## src/rtl/epstat_pkg.sv

```systemverilog
package epstat_pkg;

    // Bit positions of the status byte
    localparam int STS_W       = 8;
    localparam int BIT_STALL   = 7;
    localparam int BIT_FULL_S  = 6;
    localparam int BIT_FULL_P  = 5;
    localparam int BIT_PID     = 4;
    localparam int BIT_OVW     = 3;
    localparam int BIT_SETUP   = 2;
    localparam int BIT_CPUSEL  = 1;

    // Command families (upper nibble of the command byte)
    localparam logic [3:0] FAM_STALL    = 4'h4;
    localparam logic [3:0] FAM_VALIDATE = 4'h6;
    localparam logic [3:0] FAM_UNSTALL  = 4'h8;

    typedef enum logic [1:0] {
        OP_NONE,
        OP_STALL,
        OP_UNSTALL,
        OP_VALIDATE
    } ep_op_e;

    typedef enum logic [1:0] {
        SU_IDLE,
        SU_WRITING,
        SU_HELD
    } setup_st_e;

    typedef enum logic [2:0] {
        ACT_HOLD,
        ACT_REINIT,
        ACT_STALL,
        ACT_VALIDATE,
        ACT_SEND,
        ACT_RECV
    } ep_act_e;

    typedef struct packed {
        logic stalled;
        logic full_sec;
        logic full_pri;
        logic pid;
        logic cpu_sel;
    } ep_state_t;

endpackage

```

## src/rtl/epstat_cmd_decode.sv

```systemverilog
module epstat_cmd_decode
    import epstat_pkg::*;
#(
    parameter int NUM_EP = 16,
    localparam int EPW = $clog2(NUM_EP)
) (
    input  logic           cmd_valid_i,
    input  logic [7:0]     cmd_byte_i,
    output ep_op_e         op_o,
    output logic [EPW-1:0] ep_o
);

    logic [3:0] fam;
    logic [3:0] idx;
    logic       in_range;

    assign fam      = cmd_byte_i[7:4];
    assign idx      = cmd_byte_i[3:0];
    assign in_range = (32'(idx) < NUM_EP);
    assign ep_o     = idx[EPW-1:0];

    always_comb begin
        op_o = OP_NONE;
        if (cmd_valid_i && in_range) begin
            unique case (fam)
                FAM_STALL:    op_o = OP_STALL;
                FAM_UNSTALL:  op_o = OP_UNSTALL;
                FAM_VALIDATE: op_o = (idx != 4'h0) ? OP_VALIDATE : OP_NONE;
                default:      op_o = OP_NONE;
            endcase
        end
    end

endmodule

```

## src/rtl/epstat_ep_slice.sv

```systemverilog
module epstat_ep_slice
    import epstat_pkg::*;
#(
    parameter bit DOUBLE = 1'b0
) (
    input  logic      clk,
    input  logic      rst,
    input  logic      reinit_i,
    input  logic      stall_i,
    input  logic      validate_i,
    input  logic      in_sent_i,
    input  logic      out_rcvd_i,
    output ep_state_t st_o,
    output logic      flush_o
);

    ep_state_t st_q, st_d;
    logic      usb_sel_q, usb_sel_d;
    logic      usb_full;
    logic      flush_d;
    ep_act_e   act;

    assign usb_full = usb_sel_q ? st_q.full_sec : st_q.full_pri;

    // Action selection with fixed priority
    always_comb begin
        act = ACT_HOLD;
        if (reinit_i)        act = ACT_REINIT;
        else if (stall_i)    act = ACT_STALL;
        else if (validate_i) act = ACT_VALIDATE;
        else if (in_sent_i)  act = usb_full ? ACT_SEND : ACT_HOLD;
        else if (out_rcvd_i) act = ACT_RECV;
    end

    // Next-state logic
    always_comb begin
        st_d      = st_q;
        usb_sel_d = usb_sel_q;
        flush_d   = 1'b0;
        unique case (act)
            ACT_HOLD: ;
            ACT_REINIT: begin
                st_d      = '0;
                usb_sel_d = 1'b0;
                flush_d   = 1'b1;
            end
            ACT_STALL:
                st_d.stalled = 1'b1;
            ACT_VALIDATE: begin
                if (st_q.cpu_sel) st_d.full_sec = 1'b1;
                else              st_d.full_pri = 1'b1;
                if (DOUBLE)       st_d.cpu_sel  = ~st_q.cpu_sel;
            end
            ACT_SEND: begin
                if (usb_sel_q) st_d.full_sec = 1'b0;
                else           st_d.full_pri = 1'b0;
                st_d.pid = ~st_q.pid;
                if (DOUBLE)    usb_sel_d = ~usb_sel_q;
            end
            ACT_RECV:
                st_d.pid = ~st_q.pid;
            default: ;
        endcase
    end

    // State register
    always_ff @(posedge clk) begin
        if (rst) begin
            st_q      <= '0;
            usb_sel_q <= 1'b0;
        end else begin
            st_q      <= st_d;
            usb_sel_q <= usb_sel_d;
        end
    end

    // Output register
    always_ff @(posedge clk) begin
        if (rst) flush_o <= 1'b0;
        else     flush_o <= flush_d;
    end

    assign st_o = st_q;

    assert_stall_sets_R2: assert property (@(posedge clk) disable iff (rst)
        (stall_i && !reinit_i) |=> st_q.stalled);

    assert_reinit_clears_R3: assert property (@(posedge clk) disable iff (rst)
        reinit_i |=> (st_q == '0) && flush_o);

    assert_validate_fills_R4: assert property (@(posedge clk) disable iff (rst)
        (validate_i && !reinit_i && !stall_i && !st_q.cpu_sel) |=> st_q.full_pri);

    assert_send_toggles_R5: assert property (@(posedge clk) disable iff (rst)
        (act == ACT_SEND) |=> (st_q.pid != $past(st_q.pid)));

    assert_empty_send_ignored_R5: assert property (@(posedge clk) disable iff (rst)
        (in_sent_i && !reinit_i && !stall_i && !validate_i && !usb_full) |=> $stable(st_q));

endmodule

```

## src/rtl/epstat_setup_fsm.sv

```systemverilog
module epstat_setup_fsm
    import epstat_pkg::*;
(
    input  logic clk,
    input  logic rst,
    input  logic setup_rcvd_i,
    input  logic setup_done_i,
    input  logic ep0_stall_i,
    input  logic ep0_unstall_i,
    input  logic rd_clear_i,
    output logic holds_setup_o,
    output logic overwrite_o
);

    setup_st_e st_q, st_d;
    logic      ovw_q, ovw_d;

    // Next-state logic
    always_comb begin
        st_d = st_q;
        unique case (st_q)
            SU_IDLE:
                if (setup_rcvd_i) st_d = SU_WRITING;
            SU_WRITING:
                if (setup_rcvd_i)       st_d = SU_WRITING;
                else if (setup_done_i)  st_d = SU_HELD;
                else if (ep0_unstall_i) st_d = SU_IDLE;
            SU_HELD:
                if (setup_rcvd_i)                      st_d = SU_WRITING;
                else if (ep0_stall_i || ep0_unstall_i) st_d = SU_IDLE;
            default:
                st_d = SU_IDLE;
        endcase
    end

    always_comb begin
        ovw_d = ovw_q;
        if (setup_rcvd_i && st_q != SU_IDLE)       ovw_d = 1'b1;
        else if (rd_clear_i && st_q != SU_WRITING) ovw_d = 1'b0;
    end

    // State register
    always_ff @(posedge clk) begin
        if (rst) begin
            st_q  <= SU_IDLE;
            ovw_q <= 1'b0;
        end else begin
            st_q  <= st_d;
            ovw_q <= ovw_d;
        end
    end

    // Outputs
    always_comb begin
        holds_setup_o = (st_q == SU_HELD);
        overwrite_o   = ovw_q;
    end

    assert_overwrite_set_R9: assert property (@(posedge clk) disable iff (rst)
        (setup_rcvd_i && st_q != SU_IDLE) |=> overwrite_o);

    assert_read_clears_R10: assert property (@(posedge clk) disable iff (rst)
        (rd_clear_i && !setup_rcvd_i && st_q != SU_WRITING) |=> !overwrite_o);

    assert_write_keeps_R10: assert property (@(posedge clk) disable iff (rst)
        (st_q == SU_WRITING && overwrite_o) |=> overwrite_o);

    assert_handled_R8: assert property (@(posedge clk) disable iff (rst)
        (st_q == SU_HELD && !setup_rcvd_i && (ep0_stall_i || ep0_unstall_i)) |=> !holds_setup_o);

endmodule

```

## src/rtl/epstat_ctrl.sv

```systemverilog
module epstat_ctrl
    import epstat_pkg::*;
#(
    parameter int NUM_EP = 16,
    localparam int EPW = $clog2(NUM_EP),
    parameter logic [NUM_EP-1:0] DBL_MASK = {{(NUM_EP-2){1'b1}}, 2'b00}
) (
    input  logic              clk,
    input  logic              rst,
    input  logic              cmd_valid_i,
    input  logic [7:0]        cmd_byte_i,
    input  logic              setup_rcvd_i,
    input  logic              setup_done_i,
    input  logic              in_sent_i,
    input  logic              out_rcvd_i,
    input  logic [EPW-1:0]    usb_ep_i,
    input  logic              rd_strobe_i,
    input  logic [EPW-1:0]    rd_ep_i,
    output logic [STS_W-1:0]  status_o,
    output logic [NUM_EP-1:0] flush_o
);

    localparam int NUM_CTRL = 2;

    ep_op_e         op;
    logic [EPW-1:0] cmd_ep;
    ep_state_t      ep_st [NUM_EP];
    logic [NUM_EP-1:0] reinit, stall, validate, in_hit, out_hit;
    logic           holds_setup, overwrite;
    logic           ep0_cmd_hit;

    epstat_cmd_decode #(.NUM_EP(NUM_EP)) u_decode (
        .cmd_valid_i (cmd_valid_i),
        .cmd_byte_i  (cmd_byte_i),
        .op_o        (op),
        .ep_o        (cmd_ep)
    );

    for (genvar g = 0; g < NUM_EP; g++) begin : g_ep
        logic cmd_hit;
        logic usb_hit;
        assign cmd_hit     = (cmd_ep == EPW'(g));
        assign usb_hit     = (usb_ep_i == EPW'(g));
        assign reinit[g]   = (setup_rcvd_i && (g < NUM_CTRL)) || (op == OP_UNSTALL && cmd_hit);
        assign stall[g]    = (op == OP_STALL) && cmd_hit;
        assign validate[g] = (op == OP_VALIDATE) && cmd_hit;
        assign in_hit[g]   = in_sent_i && usb_hit;
        assign out_hit[g]  = out_rcvd_i && usb_hit;

        epstat_ep_slice #(.DOUBLE(DBL_MASK[g])) u_slice (
            .clk        (clk),
            .rst        (rst),
            .reinit_i   (reinit[g]),
            .stall_i    (stall[g]),
            .validate_i (validate[g]),
            .in_sent_i  (in_hit[g]),
            .out_rcvd_i (out_hit[g]),
            .st_o       (ep_st[g]),
            .flush_o    (flush_o[g])
        );
    end

    assign ep0_cmd_hit = (cmd_ep == '0);

    epstat_setup_fsm u_setup (
        .clk           (clk),
        .rst           (rst),
        .setup_rcvd_i  (setup_rcvd_i),
        .setup_done_i  (setup_done_i),
        .ep0_stall_i   (op == OP_STALL && ep0_cmd_hit),
        .ep0_unstall_i (op == OP_UNSTALL && ep0_cmd_hit),
        .rd_clear_i    (rd_strobe_i && rd_ep_i == '0),
        .holds_setup_o (holds_setup),
        .overwrite_o   (overwrite)
    );

    // Status byte assembly
    always_comb begin
        ep_state_t sel;
        sel                  = ep_st[rd_ep_i];
        status_o             = '0;
        status_o[BIT_STALL]  = sel.stalled;
        status_o[BIT_FULL_S] = sel.full_sec;
        status_o[BIT_FULL_P] = sel.full_pri;
        status_o[BIT_PID]    = sel.pid;
        status_o[BIT_CPUSEL] = sel.cpu_sel;
        if (rd_ep_i == '0) begin
            status_o[BIT_OVW]   = overwrite;
            status_o[BIT_SETUP] = holds_setup;
        end
    end

    assert_setup_unstalls_R7: assert property (@(posedge clk) disable iff (rst)
        setup_rcvd_i |=> (!ep_st[0].stalled && !ep_st[1].stalled && flush_o[0] && flush_o[1]));

    assert_setup_beats_stall_R12: assert property (@(posedge clk) disable iff (rst)
        (setup_rcvd_i && op == OP_STALL && cmd_ep < EPW'(NUM_CTRL)) |=> !ep_st[cmd_ep[0]].stalled);

endmodule

```

## config.mk

```make
export PLATFORM = sky130hd
export DESIGN_NAME = epstat_ctrl
export DESIGN_NICKNAME = d
export VERILOG_FILES = /design/src/rtl/epstat_pkg.sv /design/src/rtl/epstat_cmd_decode.sv /design/src/rtl/epstat_ep_slice.sv /design/src/rtl/epstat_setup_fsm.sv /design/src/rtl/epstat_ctrl.sv
export SDC_FILE = /design/constraint.sdc
export NUM_CORES = 1
export LEC_CHECK = 0
export BUFFER_PORTS_ARGS = -buffer_cell sky130_fd_sc_hd__buf_2
export CAP_MARGIN = 20
export CORE_ASPECT_RATIO = 0.6
export CORE_MARGIN = 2
export CORE_UTILIZATION = 39
export CTS_CLUSTER_SIZE = 12
export DETAILED_ROUTE_END_ITERATION = 7
export GPL_TIMING_DRIVEN = 0
export HOLD_SLACK_MARGIN = 0.1
export PLACE_DENSITY = 0.62
export SLEW_MARGIN = 20
export SYNTH_ARGS = -nofsm -noshare
export SYNTH_HDL_FRONTEND = slang
export SYNTH_SLANG_ARGS = --single-unit
```

## constraint.sdc

```tcl
create_clock -name clk -period 2.2 [get_ports clk]
set_input_delay 0.33 -clock clk [delete_from_list [all_inputs] [get_ports clk]]
set_output_delay 0.33 -clock clk [all_outputs]
set_load 0.03 [all_outputs]
```

==> run summary, run 1 <==
Number of global-route vias before repair: 5872
Critical Path End Type: primary output
Layout cells sized above 1: 0.245
Most frequent cells in the layout: 90 x dfxtp_1, 74 x nor2_1, 72 x a21oi_1
FF-to-FF End: g_ep[7].u_slice.usb_sel_q
Post-synth EDFFs: 0
Register area share after synthesis: 0.342
N_diodes: 0
RSZ-0062 raised after global routing: true
Hold Crit Class: in2reg
Die footprint: 17400 um2
Commonest non-fill, non-tap cell in the layout: dfxtp_1
Setup tns final: -0.279 ns
CP max FO: 4
Worst Hold Endpoint: u_setup.st_q[1]
Overall Global Routing Usage: 0.288
Seq cells post-synth: 109
Final hold violation count: 0
Cts bufs inserted: 9
Status: finished, violations left
DR pass1 iterations: 6
Non-filler cells in the finished layout: 1030
Setup Skew: 0.00905 ns
Final slew viol count: 0
Pwr dens: 571 nW/um2
Hold Path Stages: 2
Grt total ovfl: 0
Post-CTS Hold Buffers: 0
Worst slew margin: 0.321
# rows: 36
Core area: 16100 um2
Global-route wire length before repair: 36.7 mm
WS Path Type: reg2out
Die W: 169 um
Arr. time, crit path: 1.97 ns
Reg power frac: 0.469
Syn nets: 769
Leak Pwr: 2.53 nW
Fill cell count: 1586
Cells after Synth: 745
Clk_lat worst skew: 0.36 ns
Tcrit/Tclk final: 1.04
Worst slew pin tran: 1.00 ns
Fmax: 435 MHz
Initial core utilization: 0.395
NetSw: 1.17 mW
Drt first-iter violations: 1056
Max rail drop VDD: 353 uV
Top Metal Used: met4
DR vias: 6684
MaxCap Viol Count: 0
Number of antenna violations at the first check in global routing: 0
Clock Pin Slew Worst Setup and Hold Paths: 0.08 ns
Core Util, Final: 0.465
Switching portion of total power: 0.273
Largest net degree at the start of global routing: 19
Async set or reset register ratio after synthesis: 0
Synth-to-Final Area Change: 17.6%
Tot Pwr: 4.28 mW
Met1 wire length: 11.0 mm
Critical Path RT: 1.87 ns
Final antenna-violating net count: 0
Dpl hpwl: 18.1 mm
Vias per cell: 6.49
R2R depth: 4
Routed length on met3: 3.96 mm
Clock root buffer master: clkbuf_16
Worst flop-to-flop path startpoint: g_ep[7].u_slice.st_o[3]
DR WL met2: 9.40 mm
Io pins: 48
I/O Buffers: 42
Clock Sinks: 109
Synth cell types: 82
Die Y: 103 um
Synthesized area: 6370 um2
Synth warn: 0
Hold path start: setup_rcvd_i
Routed len/inst: 24.2 um
Gate power share: 0.116
GP Congestion: 1.04
Residual DRC: 0
Synthesized area per cell: 8.56 um2
Synth Flop Type: dfxtp_1
CTS tree: built
Placed Cells: 997
Int Pwr: 3.11 mW
# H-tree levels: 3
Worst reg2reg setup slack: 0.10 ns
Nets: 840
Setup WS post-layout: -0.0987 ns
Post-Route WL: 25.0 mm
Clk network pwr share: 0.414
CP Launch Type: register
Failing checks: negative setup slack
Fin crit period: 2.30 ns
Clock Path Buffers: 2
Setup violators final: 5
## worst max-delay path by stage
stage	from	to	slack [ns]	depth (start not counted)
floorplan	rd_ep_i[1]	status_o[1]	0.05	6
global placement	in_sent_i	g_ep[2].u_slice.st_o[1]	-0.62	6
detailed placement	cmd_byte_i[7]	g_ep[12].u_slice.usb_sel_q	-0.57	7
CTS	g_ep[15].u_slice.st_o[0]	status_o[1]	-0.09	5
global route	g_ep[15].u_slice.st_o[3]	status_o[6]	-0.14	5
finish	g_ep[15].u_slice.st_o[0]	status_o[1]	-0.1	5
## worst max-delay path, stage by stage, from the launching register on
cell     delay, ns
dfxtp_4       0.35
mux4_2        0.54
mux2_4        0.29
a22oi_2       0.16
o21ai_1       0.10
buf_4         0.18
## cell type report
cell class | count | area (um2) | share of cell area
Multi-Input combinational cell | 549 | 3820 | 0.509
Sequential cell | 109 | 2210 | 0.295
Buffer | 65 | 409 | 0.0546
Timing Repair Buffer | 60 | 398 | 0.0531
Tap cell | 209 | 262 | 0.0349
Clock buffer | 11 | 253 | 0.0337
Inverter | 22 | 82.6 | 0.0110
Clock inverter | 5 | 65.1 | 0.00868
## sequential cells by signal (all words and copies together) (netlist names)
signal,count
g_ep.u_slice.flush_o,16
u_setup.st_q,2
g_ep.u_slice.usb_sel_q,14
u_setup.overwrite_o,1
g_ep.u_slice.st_o,76
## metal layers
metal  GRT usage  vias to the layer above
met5           0                        -
met4      0.0684                        0
met3       0.110                       57
met2       0.398                      506
met1       0.420                     3200
li1            -                     2921
## per-stage QoR
stage,cell area [um2],worst slack (ns),hold WS (ns)
final,7500,-0.0987,0.210
after global routing,7500,-0.136,0.219
after CTS,7400,-0.0947,0.212
after detailed placement,6870,-0.566,0.448
after global placement,6850,-0.625,0.437
after floorplan,6380,0.0501,0.408
## cell usage after synthesis (6+ instances only)
library cell | number | area, um2
buf_2 | 19 | 95.1
o211ai_1 | 7 | 52.6
o21ai_0 | 60 | 300
dfxtp_1 | 109 | 2180
mux4_2 | 21 | 473
mux2i_1 | 15 | 150
a21oi_1 | 72 | 360
o22ai_1 | 8 | 50.1
clkbuf_1 | 23 | 86.3
inv_1 | 21 | 78.8
nor2b_1 | 10 | 62.6
a31oi_1 | 8 | 50.1
nand2_1 | 47 | 176
or3_1 | 11 | 68.8
a211oi_1 | 18 | 135
and2_1 | 7 | 43.8
buf_4 | 18 | 135
nor3_1 | 12 | 60.1
nand2b_1 | 8 | 50.1
xor2_1 | 8 | 70.1
nor2_1 | 74 | 278
nand4b_1 | 6 | 52.6
and3_1 | 7 | 43.8
nand3b_1 | 7 | 52.6
a22oi_1 | 7 | 52.6
nand3_1 | 23 | 115
## power by group through the flow
stage | logic, mW | clock network, mW | registers (mW)
3_5_place_dp | 0.437 | 0 | 2.06
5_1_grt | 0.514 | 1.86 | 2.01
4_1_cts | 0.468 | 1.79 | 2.01
3_3_place_gp | 0.433 | 0 | 2.06
6_report | 0.499 | 1.77 | 2.01
2_1_floorplan | 0.264 | 0 | 2.05
## logic make-up (layout without fill, tap and decap cells)
family	count (synthesis)	after routing	synth area share
simple gates	253	253	0.217
xor+xnor	10	10	0.0137
other cells	1	1	0.000588
mux	41	41	0.107
flops	109	109	0.342
buf+inv	87	163	0.0667
compound gates	244	244	0.253
## timing repair
item	in CTS	in global routing
buffers inserted	7	9
resized for setup	44	21
cloned	1	0
setup endpoints to repair	23	47
pin swaps	2	3
Power figures use the tool's default switching activity.
==> inputs of run 2 (changes only) <==
SYNTH_HIERARCHICAL = 1   (was default)
==> run 2 against run 1 <==
- the run now ends clean
- worst setup slack improved by 0.12 ns
- combinational power shrank 19%
- utilization increased by 1.0 points
- synthesized cell count shrank 7.5%
- sequential power barely moved
- final cell count shrank 6.7%
- worst hold slack gained 0.032 ns
- power down 3.0%
- register-to-register slack better by 0.77 ns
- clock power barely moved
- sequential share of layout area up 0.15 points
- global-route usage fell by 8.1 points
- critical endpoint is now g_ep[3].u_slice/st_o[2]
- largest power group unchanged
- highest routed layer unchanged
==> run summary, run 2 <==
Synth Flop Type: dfxtp_1
Drt first-iter violations: 543
Worst slew pin tran: 0.897 ns
Clk network pwr share: 0.421
Post-synth EDFFs: 0
Non-filler cells in the finished layout: 961
N_diodes: 0
Clock root buffer master: clkbuf_16
Worst slew margin: 0.402
Final antenna-violating net count: 0
Core Util, Final: 0.475
Leading area contributor after synthesis: dfxtp_1
Io pins: 48
Tot Pwr: 4.15 mW
Synth-to-Final Area Change: 17.6%
RSZ-0062 raised after global routing: true
Synthesized area per cell: 9.09 um2
Post-synth top cells: 126 x nor2_1, 109 x dfxtp_1, 40 x nor2b_1, 36 x nand2_1, 31 x a21oi_1
Residual DRC: 0
Crit path buffers/inverters: 1
CP Launch Type: input port
Most frequent cells in the layout: 109 x dfxtp_1, 105 x nor2_1, 47 x buf_2
Fin crit period: 2.18 ns
Minimum hold slack: 0.243 ns
Critical Path End Type: register
Arr. time, crit path: 2.42 ns
Post-Route WL: 18.0 mm
WS Path Type: in2reg
Vias per cell: 5.74
MaxCap Viol Count: 0
Synth warn: 6
CTS tree: built
Tcrit/Tclk final: 0.991
Crit-path cells: buf_2 > nand2b_4 > a2111oi_4 > nand2_2 > nor4_2 > nor2_1 > and4_1 > nor4_1
I/O Buffers: 43
Setup slack at placement: -0.705 ns
Hold Crit Class: in2reg
Core area: 15500 um2
Layout cells sized above 1: 0.228
GP Congestion: 0.858
Grt total ovfl: 0
Dpl hpwl: 13.0 mm
Status: finished clean
Seq cells post-synth: 109
# rows: 35
Routed len/inst: 18.7 um
Gate power share: 0.097
Slowest CP cell: nor4_2
Int Pwr: 3.10 mW
Hold Path Stages: 2
Max FFs per register: 76
Setup WS post-layout: 0.0193 ns
Die Y: 102 um
Die W: 168 um
Global-route wire length before repair: 27.3 mm
Commonest non-fill, non-tap cell in the layout: dfxtp_1
CP top delay family: simple AND/OR/NAND/NOR gates
Setup violators final: 0
Count leader, synth: nor2_1
NetSw: 1.06 mW
Worst reg2reg setup slack: 0.87 ns
Post-CTS Hold Buffers: 0
Placed Cells: 937
Yosys top cell area share: 0.349
Clk_lat worst skew: 0.35 ns
Leak Pwr: 2.55 nW
Max stage delay on crit path: 0.49 ns
Worst flop-to-flop path startpoint: g_ep[8].u_slice/st_o[3]
Worst Hold Endpoint: u_setup/st_q[1]
Synthesized area: 6260 um2
DR pass1 iterations: 5
Final hold violation count: 0
Overall Global Routing Usage: 0.208
Clock Pin Slew Worst Setup and Hold Paths: 0.08 ns
Cells after Synth: 689
Cts bufs inserted: 9
R2R depth: 3
Initial core utilization: 0.404
Largest net degree at the start of global routing: 80
Max rail drop VDD: 338 uV
# H-tree levels: 3
Die footprint: 17100 um2
Reg power frac: 0.482
Switching portion of total power: 0.254
Pwr dens: 564 nW/um2
Clock Sinks: 109
Setup Skew: 0.00615 ns
FF-to-FF End: g_ep[8].u_slice/st_o[1]
Number of antenna violations at the first check in global routing: 0
Number of global-route vias before repair: 4966
DR vias: 5520
Final slew viol count: 0
Nets: 777
Synth cell types: 51
Largest cells by area after synthesis: dfxtp_1 35%, nor2_1 7.6%, a2111oi_4 6.2%, mux4_2 5.8%, mux2i_1 4.8%
Async set or reset register ratio after synthesis: 0
Critical Path RT: 2.44 ns
Hold path start: setup_rcvd_i
CP max FO: 7
Clock Path Buffers: 2
Register area share after synthesis: 0.349
Fmax: 459 MHz
-- run 2: cell types whose count changed after synthesis, sizes merged, moves of 14 or more --
cell / delta
mux2i: +15
a211oi: -17
and4: +14
nor2b: +32
nor2: +51
a21oi: -42
o21ai: -62
buf: -22
nor4: +16
o21a: +29
-- run 2: cell families (layout without fill, tap and decap cells) --
kind of cell | after synthesis | count (layout) | synth area share
flip-flops | 109 | 109 | 0.349
XOR/XNOR | 14 | 14 | 0.0196
buffers and inverters | 60 | 127 | 0.0494
other | 3 | 5 | 0.00180
multiplexers | 50 | 50 | 0.122
AND/OR/NAND/NOR | 343 | 343 | 0.294
AO/OA/AOI/OAI | 110 | 110 | 0.164
-- run 2: power groups by stage --
stage / clock network [mW] / logic, mW / registers (mW)
2_1_floorplan: 0 / 0.250 / 2.05
3_3_place_gp: 0 / 0.373 / 2.05
3_5_place_dp: 0 / 0.383 / 2.05
4_1_cts: 1.78 / 0.388 / 2.00
5_1_grt: 1.84 / 0.429 / 2.00
6_report: 1.75 / 0.403 / 2.00
-- run 2: repair_timing --
item,in CTS,in global routing
pin swaps,0,7
endpoints found under the setup margin,67,60
resized for setup,20,17
setup buffers,0,10
cloned,0,0
hold endpoints to repair,0,0
-- run 2: worst reg2reg max path: cells and delay by family, from the launching register on --
kind / cells / cell delay, ns
flops: 1 / 0.48
mux: 2 / 0.40
compound gates: 1 / 0.38
-- run 2: worst max-delay path by stage --
stage | slack, ns | startpoint | endpoint | depth (start not counted)
final | 0.02 | cmd_byte_i[4] | g_ep[3].u_slice/st_o[2] | 8
after global routing | -0.11 | cmd_byte_i[4] | g_ep[15].u_slice/st_o[2] | 9
after CTS | -0.03 | cmd_byte_i[4] | g_ep[6].u_slice/st_o[2] | 9
after detailed placement | -0.70 | cmd_byte_i[4] | g_ep[12].u_slice/st_o[2] | 8
after global placement | -0.63 | cmd_byte_i[1] | g_ep[12].u_slice/st_o[3] | 9
after floorplan | -0.07 | cmd_byte_i[4] | g_ep[12].u_slice/usb_sel_q | 7
-- run 2: area by class of cell --
| type | instances | area [um2] |
|---|---|---|
| flip-flops and latches | 109 | 2180 |
| plain buffers | 28 | 214 |
| multi-input cells | 522 | 3990 |
| clock inverters | 5 | 66.3 |
| well taps | 203 | 254 |
| inverters | 30 | 113 |
| repair buffers | 53 | 293 |
| fillers | 1492 | 8140 |
| clock buffers | 11 | 253 |
-- run 2: routing by layer --
metal  track usage  vias to the layer above  part of all wire
li1              -                     2601                 -
met4        0.0448                        0             0.012
met1         0.318                     2697              0.50
met3        0.0492                       19             0.086
met5             0                        -                 0
met2         0.296                      203              0.40
-- run 2: metrics by stage --
step,setup TNS [ns],instance area (um2)
after floorplan,-0.382,6360
after global placement,-38.11,6830
after detailed placement,-41.76,6840
after CTS,-0.0429,7210
after global routing,-0.669,7360
final,0,7360
